===== src/rtl/flut_pkg.sv =====
package flut_pkg;

  typedef enum logic {
    MODE_WHOLE = 1'b0,
    MODE_PAIR  = 1'b1
  } flut_mode_e;

  function automatic int unsigned table_bits(input int unsigned sel_w);
    return 32'd1 << sel_w;
  endfunction

endpackage


===== src/rtl/flut_cfg_shifter.sv =====
module flut_cfg_shifter #(
  parameter int unsigned DEPTH = 64
) (
  input  logic             clk,
  input  logic             rst,
  input  logic             shift_en,
  input  logic             shift_in,
  output logic [DEPTH-1:0] table_q,
  output logic             loaded
);
  localparam int unsigned CNT_W = $clog2(DEPTH + 1);
  localparam logic [CNT_W-1:0] LAST = CNT_W'(DEPTH - 1);
  localparam logic [CNT_W-1:0] FULL = CNT_W'(DEPTH);

  logic [CNT_W-1:0] run_cnt;

  // Bits enter at index 0 and move toward DEPTH-1, so the first one ends up on top.
  always_ff @(posedge clk) begin
    if (rst) begin
      table_q <= '0;
      run_cnt <= '0;
      loaded  <= 1'b0;
    end else if (shift_en) begin
      table_q <= {table_q[DEPTH-2:0], shift_in};
      if (run_cnt == LAST) loaded <= 1'b1;
      if (run_cnt != FULL) run_cnt <= run_cnt + 1'b1;
    end else begin
      run_cnt <= '0;
    end
  end

endmodule


===== src/rtl/flut_half.sv =====
module flut_half #(
  parameter int unsigned IDX_W = 5
) (
  input  logic [(1<<IDX_W)-1:0] bits,
  input  logic [IDX_W-1:0]      idx,
  output logic                  dout
);
  // Plain indexed read: the path does not depend on the stored function.
  assign dout = bits[idx];
endmodule


===== src/rtl/flut6_cell.sv =====
module flut6_cell
  import flut_pkg::*;
#(
  parameter int unsigned SEL_W = 6
) (
  input  logic             clk,
  input  logic             rst,
  input  logic             cfg_shift_en,
  input  logic             cfg_bit,
  input  logic             pair_mode,
  input  logic [SEL_W-1:0] sel,
  output logic             y_wide,
  output logic             y_low,
  output logic             cfg_ready
);
  localparam int unsigned DEPTH = table_bits(SEL_W);
  localparam int unsigned HALF  = DEPTH / 2;
  localparam int unsigned LOW_W = SEL_W - 1;

  logic [DEPTH-1:0] cfg_table;
  logic [1:0]       half_out;
  flut_mode_e       mode;
  logic             upper_pick;
  logic             wide_raw;
  logic             out_gate;

  flut_cfg_shifter #(.DEPTH(DEPTH)) u_cfg (
    .clk      (clk),
    .rst      (rst),
    .shift_en (cfg_shift_en),
    .shift_in (cfg_bit),
    .table_q  (cfg_table),
    .loaded   (cfg_ready)
  );

  for (genvar g = 0; g < 2; g++) begin : g_half
    flut_half #(.IDX_W(LOW_W)) u_half (
      .bits (cfg_table[g*HALF +: HALF]),
      .idx  (sel[LOW_W-1:0]),
      .dout (half_out[g])
    );
  end

  assign mode       = flut_mode_e'(pair_mode);
  assign upper_pick = (mode == MODE_PAIR) | sel[SEL_W-1];
  assign wide_raw   = upper_pick ? half_out[1] : half_out[0];
  assign out_gate   = cfg_ready & ~cfg_shift_en;
  assign y_wide     = out_gate & wide_raw;
  assign y_low      = out_gate & half_out[0];

endmodule


===== config.mk =====
export PLATFORM = sky130hd
export DESIGN_NAME = flut6_cell
export DESIGN_NICKNAME = d
export VERILOG_FILES = /design/src/rtl/flut_pkg.sv /design/src/rtl/flut_cfg_shifter.sv /design/src/rtl/flut_half.sv /design/src/rtl/flut6_cell.sv
export SDC_FILE = /design/constraint.sdc
export NUM_CORES = 1
export LEC_CHECK = 0
export BUFFER_PORTS_ARGS = -buffer_cell sky130_fd_sc_hd__buf_2
export CAP_MARGIN = 20
export CORE_MARGIN = 2
export CORE_UTILIZATION = 45
export CTS_BUF_LIST = sky130_fd_sc_hd__clkbuf_4
export CTS_CLUSTER_DIAMETER = 200
export DETAILED_ROUTE_END_ITERATION = 7
export PLACE_DENSITY_LB_ADDON = 0.25
export SLEW_MARGIN = 20
export SYNTH_ARGS = -nofsm -noshare
export SYNTH_HDL_FRONTEND = slang
export SYNTH_SLANG_ARGS = --single-unit
export TNS_END_PERCENT = 50

===== constraint.sdc =====
create_clock -name clk -period 3.1 [get_ports clk]
set_input_delay 0.155 -clock clk [delete_from_list [all_inputs] [get_ports clk]]
set_output_delay 0.155 -clock clk [all_outputs]
set_load 0.02 [all_outputs]

Yosys cells after proc, flatten, opt, wreduce, memory -nomap -nowiden
Cells that the tools add are included.
{"block": "totals", "regBits": 72}
{"block": "classes", "addsub": 1, "n_lt_le_gt_ge": 1, "n_eq_ne": 2, "mux": 5, "n_bitwise": 5, "n_reduce_logical": 2}
{"cell": "$bmux W1 S5", "count": 2}
{"cell": "$add A7 B1 Y7 const B", "count": 1}
{"cell": "$eq A7 B6 Y1 const B", "count": 1}
{"cell": "$ne A7 B7 Y1 const B", "count": 1}
{"cell": "$lt A5 B6 Y1 const B", "count": 1}
{"cell": "$and A1 B1 Y1", "count": 3}
{"cell": "$mux W1", "count": 3}
{"cell": "$reduce_and A2 Y1", "count": 1}
{"cell": "$reduce_or A2 Y1", "count": 1}
{"cell": "$not A1 Y1", "count": 1}
{"cell": "$or A1 B1 Y1", "count": 1}

Depth between registers and ports, before layout
{"block": "depth", "depth_word": 4, "ltp_mapped": 8, "ltp_nobuf": 7}

By module
From an unflattened synthesis, not the netlist that was laid out.
{"block": "unflattened", "cells_unflattened": 337, "area_unflattened_um2": 3285.7}
{"module": "flut_cfg_shifter", "n_inst": 1, "cells_each": 249, "area_each_um2": 2602.5}
{"module": "flut_half", "n_inst": 2, "cells_each": 41, "area_each_um2": 325.3}
{"module": "flut6_cell", "n_inst": 1, "cells_each": 6, "area_each_um2": 32.5}

Worst setup path after synthesis
Ideal clock, no wire load.
{"block": "synth_timing", "path_type": "flip-flop to output port", "startpoint": "register u_cfg.table_q[17]", "endpoint": "output port y_wide", "t_arrival_ps": 1674, "required_ps": 2945, "slack_ps": 1271, "stages_incl_launch_ff": 5, "path_buffers": 0, "path_cell_list": "dfxtp_1 -> mux4_1 -> or3b_1 -> a41o_1 -> a21o_1"}
{"block": "synth_between", "elab_chain_len": 4}
{"element": "start, declared", "line": "flut_cfg_shifter.sv:8", "text": "output logic [DEPTH-1:0] table_q,"}
{"element": "start signal, assigned", "line": "flut_cfg_shifter.sv:24", "text": "table_q <= {table_q[DEPTH-2:0], shift_in};"}
{"element": "$bmux W1 S5", "line": "flut_half.sv:9", "text": "assign dout = bits[idx];"}
{"element": "$mux W1 (not written as such)", "line": "flut_half.sv:9"}
{"element": "$mux W1", "line": "flut6_cell.sv:46", "text": "assign wide_raw = upper_pick ? half_out[1] : half_out[0];"}
{"element": "$and A1 B1 Y1", "line": "flut6_cell.sv:48", "text": "assign y_wide = out_gate & wide_raw;"}
{"element": "end, declared", "line": "flut6_cell.sv:12", "text": "output logic y_wide,"}
Every way passes these cells. The select of a mux whose other input is x is not followed.

Final worst setup path
Ends and elaborated chain as after synthesis.

==> impl_metrics.yaml <==
run_status:
  outcome: "completed"
cells_and_area:
  syn_to_final_growth_pct: 7.566
  final_common_cell: "nor2_1"
  fin_nets: 326
  final_cell_mix: "nor2_1, dfxtp_1, mux2i_1, buf_2, clkbuf_4"
  num_antenna_cells: 0
  final_cell_area_um2: 3451
  drive_gt1_share_pct: 12.26
timing:
  slew_viol_final: 0
  finalHoldViolCount: 0
  period_share_pct: 75.21
  tns_ns: 0
  fmax_mhz: 428.9
  max_slew_margin_pct: 60.88
  rsz0062_at_grt: "false"
  period_minus_slack_ns: 2.332
  setup_viol: 0
  tightest_slew_ns: 0.5868
  finClkSkew_ns: 0.01187
setup_path:
  startpoint: "u_cfg.table_q[17]"
  timing.rr.start: "u_cfg.run_cnt[1]"
  critPathArrivalTime_ns: 2.18
  cp_max_fo: 3
  required_ns: 2.94
  r2r-end: "u_cfg.run_cnt[2]"
  reg2reg_depth: 6
  cp-start-kind: "flip-flop"
  worst_setup_path_end_kind: "output pin"
  path_class: "flip-flop to output pin"
  r2r_slack_ns: 1.39
floorplanning:
  dieWidth_um: 88.44
  start_util_pct: 46.96
  die_area_um2: 7821
  core_um2: 6832
  die_h_um: 88.44
  pin_count: 14
  rows: 30
pwr:
  power_uw: 1594
  p_per_area_nw_per_um2: 461.9
  peakVddDrop_v: 0.0002514
  leakage_uw: 0.001512
detailed_routing:
  drt-vias-per-instance: 5.157
  totalWireLength_mm: 5.640
  wire_per_inst_um: 13.62
  drc_errors: 0
  met2RoutedLength_mm: 2.617
  vias: 2135
  drt-pass1-iter-count: 4
  drt_iter0_markers: 57
  ant_nets: 0
  wl_met1_mm: 2.731
  route.met3.wl_um: 168
  top_layer_used: "met4"
clock_network:
  ctsRootBufferMaster: "clkbuf_4"
  clk_pin_slew_ns: 0.12
  cts_tree: "done"
  clock_path_buffers: 2
  cts_setup_buffers: 0
  clkSinkCount: 72
  cts_made_buffers: 9
  clock_latency_ns: 0.41
  htreeDepth: 3
placement:
  post_dp_cell_area_um2: 3311
  port-buffer-count: 13
  dp_hpwl_mm: 3.733
  gp_congestion: 0.7512
hold_path:
  hold_class: "input port to flip-flop"
  min_to: "u_cfg.table_q[61]"
  min-delay-start: "rst"
  hold_depth: 2
synthesis:
  syn_nets: 319
  syn_area_um2: 3208
  synth_top_family_by_area: "multiplexers"
  synth_top_area_share_pct: 44.93
  ys_types: 36
  netlist.top_cell.by_area: "dfxtp_1"
  synth_simple_gate_area_share_pct: 12.99
  synth_xor_area_share_pct: 1.638
  syn_area_per_cell_um2: 10.48
  syn_inst: 306
  yosysWarnings: 0
  ys_top_cells_by_area: "dfxtp_1, mux2i_1, nor2_1, mux4_1, mux4_2"
  synth_compound_area_share_pct: 3.432
  synth_seq_cells: 72
  synth_fa_ha_area_share_pct: 0.7800
  yosysSeqAreaShare_pct: 44.93
  yosys-mux-area-fraction_pct: 32.53
global_routing:
  grt_max_degree: 36
  grt_pass1_vias: 2070
  grt-ovfl-total: 0
  grt_pass1_wl_mm: 9.811
  antenna_found_initial: 0
  grtUsageTotal_pct: 16.26
run:
  maxCapViolCount: 0
[cell usage after synthesis]
library cell / count
mux4_1: 7
nor4_1: 1
ha_1: 2
mux4_2: 5
a21o_1: 1
o2111ai_1: 1
a31oi_1: 2
o21ai_0: 4
or4b_1: 1
and3_1: 1
or3b_1: 1
nor2b_1: 3
xor2_1: 3
nor2_1: 76
nand3_1: 6
nand2b_1: 2
a41o_1: 1
a41oi_1: 1
nor4b_1: 1
o22ai_1: 1
or3_1: 1
inv_1: 5
buf_2: 8
and3b_1: 1
clkbuf_1: 7
a21oi_1: 4
buf_6: 1
mux2_2: 5
buf_4: 2
buf_1: 2
nand2_1: 4
xnor2_1: 3
dfxtp_1: 72
mux2i_1: 69
o31ai_1: 1
a2111oi_0: 1
[worst max-delay path by stage]
stage,endpoint,slack (ns),cells past startpoint
global placement,y_wide,0.99,6
floorplan,y_wide,1.27,4
finish,y_wide,0.77,5
CTS,y_wide,0.76,5
detailed placement,y_wide,0.97,6
global route,y_wide,0.69,5
[worst max-delay path: stages, from the launching register on]
cell	delay [ns]
dfxtp_1	0.34
mux4_1	0.49
or3b_1	0.36
a41o_1	0.23
a21o_1	0.19
buf_2	0.16
[sequential cells by signal, indices dropped and copies added (netlist names)]
signal	flops
u_cfg.run_cnt	7
u_cfg.loaded	1
u_cfg.table_q	64
[logic make-up (layout without fill, tap and decap cells)]
group,Yosys count,after routing
adders and majority gates,2,2
muxes,86,86
buffers and inverters,25,37
DFF,72,72
xor gates and xnor gates,6,6
and+or+nand+nor,98,98
AOI/OAI and AO/OA,17,17
[final cells by class]
| cell class | instances | area (µm²) |
|---|---|---|
| Clock buffer | 9 | 67.56 |
| Clock inverter | 7 | 62.56 |
| Fill cell | 671 | 3381 |
| Inverter | 5 | 18.77 |
| Multi-Input combinational cell | 209 | 1648 |
| Sequential cell | 72 | 1441 |
| Tap cell | 96 | 120.1 |
| Timing Repair Buffer | 16 | 92.59 |
[repair_timing]
item	4_1_cts	5_1_grt
hold buffers	1	0
hold endpoints to repair	1	0
resized for setup	0	0
[metal layers]
| layer | vias up | global-route usage (%) |
|---|---|---|
| li1 | 1082 | - |
| met4 | 0 | 8.678 |
| met5 | - | 0 |
| met2 | 27 | 25.70 |
| met3 | 12 | 3.731 |
| met1 | 1014 | 20.75 |
[per-stage QoR]
step                util (%)  hold WS (ns)  instances  setup slack [ns]
floorplan                  -        0.3027        306             1.271
global placement       48.46        0.3982        397            0.9935
detailed placement     48.46        0.4015        397            0.9673
CTS                    50.51        0.2053        414            0.7590
global route           50.51        0.2423        414            0.6895
finish                 50.51        0.2194        414            0.7684
[power breakdown]
group          switching, µW  leakage [µW]  internal, µW  total, µW
Sequential              2.77      0.000580           928        930
Combinational           60.4      0.000865          40.4        101
Clock                    325     0.0000668           238        563
Total                    388       0.00151          1210       1590
Power figures use the tool's default switching activity.
